[config.mk]
export PLATFORM = sky130hd
export DESIGN_NAME = regl_capture_chan
export DESIGN_NICKNAME = d
export VERILOG_FILES = /design/src/rtl/regl_pkg.sv /design/src/rtl/regl_sync.sv /design/src/rtl/regl_glitch_filter.sv /design/src/rtl/regl_edge_qual.sv /design/src/rtl/regl_capture_chan.sv
export SDC_FILE = /design/constraint.sdc
export NUM_CORES = 1
export LEC_CHECK = 0
export ABC_AREA = 1
export CORE_MARGIN = 3
export CORE_UTILIZATION = 43
export CTS_BUF_LIST = sky130_fd_sc_hd__clkbuf_4
export DETAILED_ROUTE_END_ITERATION = 10
export PLACE_DENSITY = 0.87
export SKIP_LAST_GASP = 1
export SLEW_MARGIN = 20
export SYNTH_ARGS = -nofsm -noshare
export SYNTH_HDL_FRONTEND = slang
export SYNTH_SLANG_ARGS = --single-unit
[constraint.sdc]
create_clock -name clk -period 2.03 [get_ports clk]
set_input_delay 0.3045 -clock clk [delete_from_list [all_inputs] [get_ports clk]]
set_output_delay 0.3045 -clock clk [all_outputs]
set_load 0.01 [all_outputs]
[src/rtl/regl_pkg.sv]
package regl_pkg;
   typedef enum logic [1:0] {
      SRC_IDX_AND_A = 2'b00,
      SRC_EXT_B     = 2'b01,
      SRC_EXT_A     = 2'b10,
      SRC_IDX       = 2'b11
   } trig_src_e;

   typedef enum logic [1:0] {
      EDGE_RISE = 2'b00,
      EDGE_FALL = 2'b01,
      EDGE_BOTH = 2'b10,
      EDGE_OFF  = 2'b11
   } edge_sel_e;

   typedef enum logic [1:0] {
      DIR_NONE = 2'b00,
      DIR_REV  = 2'b01,
      DIR_FWD  = 2'b10,
      DIR_ANY  = 2'b11
   } dir_sel_e;
endpackage

[src/rtl/regl_sync.sv]
module regl_sync #(
   parameter int STAGES = 2
) (
   input  logic clk,
   input  logic rst_n,
   input  logic d,
   output logic q
);
   if (STAGES < 2) begin : g_bad_stages
      $error("regl_sync: STAGES must be at least 2");
   end

   logic [STAGES-1:0] chain;

   always_ff @(posedge clk or negedge rst_n) begin
      if (!rst_n) chain <= '0;
      else        chain <= {chain[STAGES-2:0], d};
   end

   assign q = chain[STAGES-1];
endmodule

[src/rtl/regl_glitch_filter.sv]
module regl_glitch_filter #(
   parameter int CODE_W      = 4,
   parameter int STEP_CYCLES = 10
) (
   input  logic              clk,
   input  logic              rst_n,
   input  logic [CODE_W-1:0] code,
   input  logic              d,
   output logic              q
);
   localparam int MAX_LIM = ((1 << CODE_W) - 1) * STEP_CYCLES;
   localparam int CNT_W   = $clog2(MAX_LIM + 1);

   if (STEP_CYCLES < 1) begin : g_bad_step
      $error("regl_glitch_filter: STEP_CYCLES must be positive");
   end

   logic [CNT_W-1:0] lim;
   logic [CNT_W-1:0] cnt;

   always_comb lim = CNT_W'(code) * CNT_W'(STEP_CYCLES);

   always_ff @(posedge clk or negedge rst_n) begin
      if (!rst_n) begin
         q   <= 1'b0;
         cnt <= '0;
      end else if (code == '0) begin
         q   <= d;
         cnt <= '0;
      end else if (d == q) begin
         cnt <= '0;
      end else if (cnt >= lim - CNT_W'(1)) begin
         q   <= d;
         cnt <= '0;
      end else begin
         cnt <= cnt + CNT_W'(1);
      end
   end

   // the output only ever moves to the level the input held
   p_filt_follow_r6: assert property (@(posedge clk) disable iff (!rst_n)
      !$stable(q) |-> (q == $past(d)));
endmodule

[src/rtl/regl_edge_qual.sv]
module regl_edge_qual
   import regl_pkg::*;
(
   input  logic      clk,
   input  logic      rst_n,
   input  logic      trig,
   input  edge_sel_e edge_sel,
   output logic      hit
);
   logic trig_q;

   always_ff @(posedge clk or negedge rst_n) begin
      if (!rst_n) trig_q <= 1'b0;
      else        trig_q <= trig;
   end

   always_comb begin
      unique case (edge_sel)
         EDGE_RISE: hit = trig & ~trig_q;
         EDGE_FALL: hit = ~trig & trig_q;
         EDGE_BOTH: hit = trig ^ trig_q;
         default:   hit = 1'b0;
      endcase
   end

   // a reported edge always matches a level change of the trigger
   p_hit_on_change_r4: assert property (@(posedge clk) disable iff (!rst_n)
      hit |-> (trig != trig_q));
endmodule

[src/rtl/regl_capture_chan.sv]
module regl_capture_chan
   import regl_pkg::*;
#(
   parameter int POS_W       = 32,
   parameter int FILT_W      = 4,
   parameter int STEP_CYCLES = 10,
   parameter int SYNC_STAGES = 2,
   parameter int OWN_ENC     = 0
) (
   input  logic              clk,
   input  logic              rst_n,
   input  logic [POS_W-1:0]  enc0_pos,
   input  logic [POS_W-1:0]  enc1_pos,
   input  logic [1:0]        enc_fwd,
   input  logic [1:0]        enc_idx,
   input  logic              ext_trig_a,
   input  logic              ext_trig_b,
   input  logic              cfg_enc_sel,
   input  logic [1:0]        cfg_src,
   input  logic [1:0]        cfg_edge,
   input  logic [1:0]        cfg_dir,
   input  logic [FILT_W-1:0] cfg_filt,
   input  logic              arm_req,
   input  logic              disarm_req,
   output logic [POS_W-1:0]  latch_pos,
   output logic              armed,
   output logic              found
);
   localparam int N_EXT = 2;
   localparam int N_ENC = 2;

   if (OWN_ENC < 0 || OWN_ENC >= N_ENC) begin : g_bad_own
      $error("regl_capture_chan: OWN_ENC must be 0 or 1");
   end
   if (POS_W < 1 || FILT_W < 1) begin : g_bad_width
      $error("regl_capture_chan: widths must be positive");
   end

   // external triggers: synchronize, then filter
   logic [N_EXT-1:0] ext_raw, ext_sync, ext_filt;
   assign ext_raw = {ext_trig_b, ext_trig_a};

   for (genvar i = 0; i < N_EXT; i++) begin : g_ext
      regl_sync #(.STAGES(SYNC_STAGES)) u_sync (
         .clk(clk), .rst_n(rst_n), .d(ext_raw[i]), .q(ext_sync[i]));
      regl_glitch_filter #(.CODE_W(FILT_W), .STEP_CYCLES(STEP_CYCLES)) u_filt (
         .clk(clk), .rst_n(rst_n), .code(cfg_filt), .d(ext_sync[i]), .q(ext_filt[i]));
   end

   // index pulses: synchronize only
   logic [N_ENC-1:0] idx_sync;
   for (genvar e = 0; e < N_ENC; e++) begin : g_idx
      regl_sync #(.STAGES(SYNC_STAGES)) u_sync (
         .clk(clk), .rst_n(rst_n), .d(enc_idx[e]), .q(idx_sync[e]));
   end

   logic own_idx;
   logic own_is_enc1;
   if (OWN_ENC == 1) begin : g_own1
      assign own_idx     = idx_sync[1];
      assign own_is_enc1 = 1'b1;
   end else begin : g_own0
      assign own_idx     = idx_sync[0];
      assign own_is_enc1 = 1'b0;
   end

   trig_src_e src;
   dir_sel_e  dsel;
   edge_sel_e esel;
   assign src  = trig_src_e'(cfg_src);
   assign dsel = dir_sel_e'(cfg_dir);
   assign esel = edge_sel_e'(cfg_edge);

   logic trig, idx_mode;
   always_comb begin
      unique case (src)
         SRC_IDX_AND_A: trig = own_idx & ext_filt[0];
         SRC_EXT_B:     trig = ext_filt[1];
         SRC_EXT_A:     trig = ext_filt[0];
         default:       trig = own_idx;
      endcase
      idx_mode = (src == SRC_IDX_AND_A) || (src == SRC_IDX);
   end

   logic edge_hit;
   regl_edge_qual u_edge (
      .clk(clk), .rst_n(rst_n), .trig(trig), .edge_sel(esel), .hit(edge_hit));

   logic             use_enc1, sel_fwd, dir_ok, qualified;
   logic [POS_W-1:0] sel_pos;
   always_comb begin
      use_enc1 = idx_mode ? own_is_enc1 : cfg_enc_sel;
      sel_pos  = use_enc1 ? enc1_pos   : enc0_pos;
      sel_fwd  = use_enc1 ? enc_fwd[1] : enc_fwd[0];
      unique case (dsel)
         DIR_NONE: dir_ok = 1'b0;
         DIR_REV:  dir_ok = ~sel_fwd;
         DIR_FWD:  dir_ok = sel_fwd;
         default:  dir_ok = 1'b1;
      endcase
      qualified = edge_hit & dir_ok;
   end

   // arm / found handshake; disarm has top priority
   always_ff @(posedge clk or negedge rst_n) begin
      if (!rst_n) begin
         armed     <= 1'b0;
         found     <= 1'b0;
         latch_pos <= '0;
      end else if (disarm_req) begin
         armed <= 1'b0;
      end else if (arm_req) begin
         armed <= 1'b1;
         found <= 1'b0;
      end else if (armed && qualified) begin
         armed     <= 1'b0;
         found     <= 1'b1;
         latch_pos <= sel_pos;
      end
   end

   p_arm_r7: assert property (@(posedge clk) disable iff (!rst_n)
      (arm_req && !disarm_req) |=> (armed && !found));

   p_disarm_r9: assert property (@(posedge clk) disable iff (!rst_n)
      disarm_req |=> !armed);

   p_found_closes_r8: assert property (@(posedge clk) disable iff (!rst_n)
      $rose(found) |-> (!armed && $past(armed)));

   p_hold_r8: assert property (@(posedge clk) disable iff (!rst_n)
      !$stable(latch_pos) |-> $rose(found));

   p_disarm_wins_r10: assert property (@(posedge clk) disable iff (!rst_n)
      disarm_req |=> $stable(latch_pos));
endmodule

==> summary.md, run 1 <==
| Metric | Value |
|---|---|
| Die Area | `9230 sq um` |
| Ports | `119` |
| LEAKAGE | `0.00262 uW` |
| Final setup margin | `-0.210 ns` |
| WL per Instance | `16.2 um` |
| Vias per inst | `5.16` |
| Setup violators final | `22` |
| RSZ-0062 raised after global routing | `yes` |
| Total Wirelength | `10800 um` |
| Worst path max stage delay | `0.57 ns` |
| Seq cells post-synth | `59` |
| Power density cells | `713 nW/um^2` |
| Share of layout cells above drive strength 1 | `27.9%` |
| CP Depth | `17` |
| First-pass GRT wire length | `16800 um` |
| Net Sw Frac | `34.0%` |
| Slew margin rel. | `58.8%` |
| Syn Area/Cell | `8.51 sq um` |
| Total GRT Usage | `24.0%` |
| Failing checks | `setup timing` |
| Worst skew pair latency | `0.40 ns` |
| Initial core utilization | `44.7%` |
| Sequential Area | `1480 sq um` |
| Clock Skews | `0.0144 ns` |
| Synth area leaders | `dfrtp_1 42%, nand2_1 13%, mux2_2 10%, ha_1 9.0%, inv_1 4.5%` |
| R2R Path Start | `g_ext[1].u_filt.q$_DFFE_PN0P_` |
| Status | `finished with violations` |
| Peak supply drop | `0.462 mV` |
| Vias | `3426` |
| Core area | `7810 sq um` |
| Crit. End Element | `flop` |
| Critical Path RT | `2.33 ns` |
| NetSw | `1350 uW` |
| CTS buffer count | `9` |
| Final worst path period need | `2.24 ns` |
| Warnings, synthesis | `0` |
| Crit path top cell by count | `nand2_1` |
| Post-synthesis sequential area ratio | `42.3%` |
| Worst Tran Pin Value | `0.616 ns` |
| Reg2reg end | `latch_pos[22]$_DFFE_PN0P_` |
| Multi-input logic area | `2080 sq um` |
| CTS H-tree depth | `3` |
| Final Util | `71.3%` |
| Overflow after GRT | `0` |
| CP Max Fanout | `7` |
| Most common cell after layout, fill and taps aside | `clkdlybuf4s50_1` |
| ANT cells | `0` |
| Buffers on Ports | `117` |
| Clock group share of total power | `20.5%` |
| Seq pwr share | `41.0%` |
| Largest net degree at the start of global routing | `60` |
| Type of the most critical hold path | `primary input to flop` |
| Fillers | `500` |
| CP Cell Sequence | `buf_6 -> ha_4 -> ha_4 -> inv_2 -> fa_2 -> xor2_2 -> ha_1 -> nand2_1 -> inv_1 -> nand2_1 -> nand2_1 -> nand2_1 -> nand2_1 -> nand2_2 -> nand2_4 -> nand2_2 -> nand2_1` |
| CP Class | `primary input to flop` |
| Rows | `32` |
| Yosys top cell area share | `42.3%` |
| Most frequent cells in the layout | `110 x clkdlybuf4s50_1, 104 x nand2_1, 59 x dfrtp_1, 41 x inv_1, 33 x o21ai_2` |
| P&R area growth vs syn | `59.4%` |
| Internal power | `2620 uW` |
| Setup TNS Final | `-2.60 ns` |
| Die Wd | `96.1 um` |
| Reg2Reg Depth | `12` |
| HP Start | `ext_trig_a` |
| CP delay by family, top | `adder cells` |
| Synth Instances | `410` |
| Final worst path period share | `110%` |
| Area leader, netlist | `dfrtp_1` |
| DIE HEIGHT | `96.1 um` |
| Max-cap viol count | `0` |
| Max Slew Vio Count | `0` |
| Post-route ant nets | `0` |
| WHS Path Cells | `1` |
| Drt first pass iters | `4` |
| Final nets | `669` |
| R2r setup slk | `-0.01 ns` |
| CTS tree | `yes` |
| DPL Wire Length | `6920 um` |
| Vias in the first global route | `3583` |
| Reg clk slew, reported paths | `0.10 ns` |
| Worst EP arrival | `2.54 ns` |
| Initial antenna violation count | `0` |
| CP Buf/Inv Count | `3` |
| End of the worst hold path | `g_ext[0].u_sync.chain[0]$_DFF_PN0_` |
| CP max stage cell | `fa_2` |
| Post-synthesis cell type count | `26` |
| Syn nets | `521` |
| Sink Count | `59` |
| Drt drc | `0` |
| GP Congestion | `0.780` |
| Post-Syn Area | `3490 sq um` |
| Clock root cell | `clkbuf_4` |
| FMAX | `446 MHz` |
| Combinational Power Share | `38.5%` |
| Initial DRC Count | `168` |
| CP startpoint kind | `primary input` |
| Longest Clk Path Bufs | `2` |
| Final hold vios | `0` |
-- metal layers --
layer / track usage (%) / wire length, um / vias to the layer above
li1: - / - / 1639
met1: 25.8 / 3900 / 1622
met2: 42.7 / 5760 / 142
met3: 7.27 / 849 / 23
met4: 11.1 / 274 / 0
met5: 0 / 0 / -
-- flip-flops by register name (all words and copies together), names as in the netlist --
signal and count:
latch_pos 32, g_idx.u_sync.chain 2, u_edge.trig_q 1, found 1, g_ext.u_sync.chain 4, armed 1
g_ext.u_filt.cnt 16, g_ext.u_filt.q 2
-- stage by stage --
step	area, sq um	power [uW]	cells	setup slack (ns)	hold WS, ns
2_1_floorplan	3530	2150	410	-0.338	0.00891
3_3_place_gp	4920	2830	634	-0.944	0.329
3_5_place_dp	4920	2890	634	-0.999	0.333
4_1_cts	5490	3850	665	-0.117	0.340
5_1_grt	5560	4170	664	-0.302	0.338
6_report	5560	3970	664	-0.210	0.345
-- worst register-to-register path: cells and delay by family, from the launching register on --
kind	cells	cell delay [ns]
compound gates	4	0.50
buf+inv	3	0.39
flops	1	0.42
fa+ha+maj	1	0.27
simple gates	4	0.34
-- power by group through the flow --
stage / logic (uW) / clock network [uW] / registers [uW]
finish: 1530 / 813 / 1630
global route: 1660 / 859 / 1650
CTS: 1450 / 804 / 1590
detailed placement: 1290 / 0 / 1600
global placement: 1250 / 0 / 1580
floorplan: 517 / 0 / 1640
-- worst max path at each step --
stage,start,end
floorplan,cfg_filt[1],g_ext[0].u_filt.q$_DFFE_PN0P_
finish,cfg_filt[3],g_ext[1].u_filt.q$_DFFE_PN0P_
global placement,cfg_filt[3],g_ext[0].u_filt.q$_DFFE_PN0P_
detailed placement,cfg_filt[3],g_ext[0].u_filt.cnt[0]$_DFF_PN0_
global route,cfg_filt[3],g_ext[0].u_filt.cnt[0]$_DFF_PN0_
CTS,cfg_filt[3],g_ext[0].u_filt.q$_DFFE_PN0P_
-- synthesized netlist by cell type (all sizes together) --
cell type  count
inv           43
nor2          28
a22o           1
o21ai         42
clkbuf         9
buf            3
nand4          4
a31o           2
a22oi          1
a21oi          6
mux2          32
xnor2          1
fa             1
o211ai         1
dfrtp         59
nand3         23
xor2           9
nand2        120
ha            25
-- layout make-up --
cell class	count	area share, %
tap	102	2.29
multi-input combinational	296	37.4
sequential	59	26.5
clock buffer	11	1.48
timing repair buffer	149	28.6
clock inverter	4	0.765
inverter	43	2.90
-- repair_timing --
item,in CTS,in global routing
endpoints found under the hold margin,59,0
hold buffers,1,0
endpoints found under the setup margin,52,52
pin swaps,23,15
setup buffers,9,2
cloned,6,0
resized for setup,90,31
-- logic make-up (layout without fill, tap and decap cells) --
logic type,Yosys count,in the layout,share of synthesized area [%]
XOR/XNOR,10,10,2.51
AO/OA/AOI/OAI,53,53,8.28
multiplexers,32,32,10.3
adder cells (fa/ha/maj),26,26,9.54
flip-flops,59,59,42.3
AND/OR/NAND/NOR,175,175,20.4
buffers and inverters,55,207,6.67
Power figures use the tool's default switching activity.
==> inputs of run 2 (changes only) <==
--- a/config.mk
+++ b/config.mk
@@ -6,7 +6,6 @@
 export NUM_CORES = 1
 export LEC_CHECK = 0
 export ABC_AREA = 1
-export CORE_MARGIN = 3
 export CORE_UTILIZATION = 43
 export CTS_BUF_LIST = sky130_fd_sc_hd__clkbuf_4
 export DETAILED_ROUTE_END_ITERATION = 10
==> summary.md, run 2 (synthesized netlist as in run 1, its figures left out) <==
| Metric | Value |
|---|---|
| Total power | `4180 uW (+5.3%)` |
| Final worst path period share | `121% (+11 points)` |
| CP Buf/Inv Count | `5 (+2)` |
| Worst skew pair latency | `0.42 ns (+0.02 ns)` |
| Initial antenna violation count | `0 (unchanged)` |
| Most common cell after layout, fill and taps aside | `clkdlybuf4s50_1` |
| Clock root cell | `clkbuf_4` |
| Die Wd | `92.1 um (-4.2%)` |
| Net Sw Frac | `34.9% (+0.97 points)` |
| P&R area growth vs syn | `63.0%` |
| Initial DRC Count | `208 (+24%)` |
| Most frequent cells in the layout | `110 x clkdlybuf4s50_1, 77 x nand2_1, 59 x dfrtp_1, 40 x inv_1, 32 x mux2_2` |
| CP startpoint kind | `primary input` |
| RSZ-0062 raised after global routing | `yes` |
| Initial core utilization | `44.7% (unchanged)` |
| Final nets | `672 (+0.45%)` |
| Internal power | `2720 uW (+3.8%)` |
| Reg2reg end | `latch_pos[18]$_DFFE_PN0P_` |
| Vias per inst | `5.56 (+7.7%)` |
| Power density cells | `734 nW/um^2 (+3.0%)` |
| Clock group share of total power | `23.3% (+2.8 points)` |
| Hold Slack | `0.0279 ns (-0.317 ns)` |
| Type of the most critical hold path | `primary input to asynchronous set/reset pin` |
| Die Area | `8480 sq um (-8.2%)` |
| FMAX | `406 MHz (-9.0%)` |
| Clock Skews | `0.0127 ns (-0.00174 ns)` |
| Reg2Reg Depth | `12 (unchanged)` |
| Status | `finished with violations` |
| Drt drc | `0 (unchanged)` |
| Buffers on Ports | `117 (unchanged)` |
| Setup TNS Final | `-14.05 ns (-11.45 ns)` |
| DIE HEIGHT | `92.1 um (-4.2%)` |
| Worst path max stage delay | `0.28 ns (-0.29 ns)` |
| DPL Wire Length | `6780 um (-2.1%)` |
| Largest register by flop count | `latch_pos` |
| Setup violators final | `52 (+140%)` |
| Post-route ant nets | `0 (unchanged)` |
| WL per Instance | `19.6 um (+21%)` |
| Drt first pass iters | `5 (+1)` |
| Ports | `119 (unchanged)` |
| Crit path top cell by count | `nand2_1` |
| Vias in the first global route | `3712 (+3.6%)` |
| CP Cell Sequence | `clkdlybuf4s15_1 -> inv_1 -> ha_1 -> a22o_1 -> inv_1 -> o21ai_2 -> ha_1 -> nand2_1 -> o211ai_1 -> nand2_1 -> nand3_4 -> buf_6 -> buf_8 -> o21ai_0 -> nand2_1` |
| Overflow after GRT | `0 (unchanged)` |
| CP Max Fanout | `9 (+2)` |
| GP Congestion | `0.826 (+5.9%)` |
| ANT cells | `0 (unchanged)` |
| Share of layout cells above drive strength 1 | `30.9% (+3.0 points)` |
| Longest Clk Path Bufs | `2 (unchanged)` |
| Final hold vios | `0 (unchanged)` |
| Failing checks | `setup timing` |
| Seq pwr share | `38.9% (-2.1 points)` |
| Fillers | `474 (-5.2%)` |
| Final worst path period need | `2.46 ns (+0.222 ns)` |
| CP Class | `primary input to flop` |
| Slew margin rel. | `49.6% (-9.2 points)` |
| Peak supply drop | `0.486 mV (+5.3%)` |
| CTS buffer count | `9 (unchanged)` |
| R2r setup slk | `-0.34 ns (-0.33 ns)` |
| Reg clk slew, reported paths | `0.11 ns (about the same)` |
| Combinational Power Share | `37.9% (-0.6 points)` |
| Largest net degree at the start of global routing | `60 (unchanged)` |
| Sink Count | `59 (unchanged)` |
| Top flop regs | `latch_pos x32, g_ext.u_filt.cnt x16, g_ext.u_sync.chain x4` |
| Crit. End Element | `flop` |
| Worst EP arrival | `2.76 ns (+0.22 ns)` |
| CP Depth | `15 (-2)` |
| Worst Tran Pin Value | `0.756 ns (+0.140 ns)` |
| Rows | `32 (unchanged)` |
| Max Slew Vio Count | `0 (unchanged)` |
| LEAKAGE | `0.00275 uW (+4.8%)` |
| Final Util | `72.9% (+1.6 points)` |
| CP delay by family, top | `buffers and inverters` |
| Max reg flops | `32 (unchanged)` |
| First-pass GRT wire length | `17200 um (+2.5%)` |
| Max-cap viol count | `0 (unchanged)` |
| CTS H-tree depth | `3 (unchanged)` |
| CP max stage cell | `ha_1` |
| Total GRT Usage | `26.3% (+2.3 points)` |
| Total Wirelength | `13100 um (+22%)` |
| NetSw | `1460 uW (+8.3%)` |
| Core area | `7810 sq um (unchanged)` |
| Final setup margin | `-0.432 ns (-0.222 ns)` |
| Critical Path RT | `2.33 ns (about the same)` |
| CTS tree | `yes` |
| Vias | `3712 (+8.3%)` |
| R2R Path Start | `g_ext[1].u_filt.q$_DFFE_PN0P_` |
run 2: cell count changes in the layout (fill, tap and decap cells not counted), sizes merged:
cell         before  now
buf              34   37
bufinv            1    2
clkbuf           11   12
clkinvlp          0    1
dlygate4sd2       1    0
dlygate4sd3       1    0
run 2: area by class of cell:
cell class | count | area (sq um) | area share (%)
Sequential cell | 59 | 1480 | 26.0
Clock inverter | 6 | 80.1 | 1.41
Tap cell | 102 | 128 | 2.24
Timing Repair Buffer | 152 | 1600 | 28.2
Inverter | 43 | 161 | 2.84
Multi-Input combinational cell | 296 | 2170 | 38.1
Clock buffer | 10 | 75.1 | 1.32
run 2: routing by layer:
metal	routed length (um)	global-route usage, %	part of all wire, %	vias to the layer above
li1	-	-	-	1640
met1	4730	28.9	36	1825
met2	6990	47.6	53	200
met3	822	5.89	6.3	47
met4	578	12.5	4.4	0
met5	0	0	0	-
run 2: worst reg2reg max path: cells and delay by family, from the launching register on:
kind                       cells  cell delay, ns
and+or+nand+nor                4            0.50
buffers and inverters          3            0.37
adders and majority gates      1            0.28
DFF                            1            0.43
AOI/OAI and AO/OA              4            0.66
run 2: worst max path at each step:
stage | from | to | slack, ns
after floorplan | cfg_filt[1] | g_ext[0].u_filt.q$_DFFE_PN0P_ | -0.34
after detailed placement | cfg_filt[1] | g_ext[0].u_filt.q$_DFFE_PN0P_ | -1.02
after global routing | cfg_src[1] | latch_pos[18]$_DFFE_PN0P_ | -0.52
after global placement | cfg_filt[3] | g_ext[0].u_filt.q$_DFFE_PN0P_ | -0.95
after CTS | cfg_filt[3] | g_ext[0].u_filt.q$_DFFE_PN0P_ | -0.11
final | cfg_src[1] | latch_pos[18]$_DFFE_PN0P_ | -0.43
run 2: per-stage QoR:
| stage | std cells | instance area, sq um | setup WS [ns] |
|---|---|---|---|
| after floorplan | 410 | 3530 | -0.338 |
| after global placement | 639 | 4930 | -0.946 |
| after detailed placement | 639 | 4930 | -1.02 |
| after CTS | 667 | 5420 | -0.111 |
| after global routing | 668 | 5690 | -0.516 |
| final | 668 | 5690 | -0.432 |
run 2: what timing repair did:
action,in CTS,in global routing
hold buffers,0,0
pin swaps,22,10
setup buffers,8,3
cloned,4,2
resized for setup,64,86
setup endpoints to repair,52,50
endpoints found under the hold margin,0,0
run 2: power by group through the flow:
stage                     sequential, uW  combinational (uW)  clock, uW
final                               1620                1580        972
after global routing                1640                1690       1010
after CTS                           1580                1390        948
after detailed placement            1580                1320          0
after global placement              1580                1270          0
after floorplan                     1640                 517          0
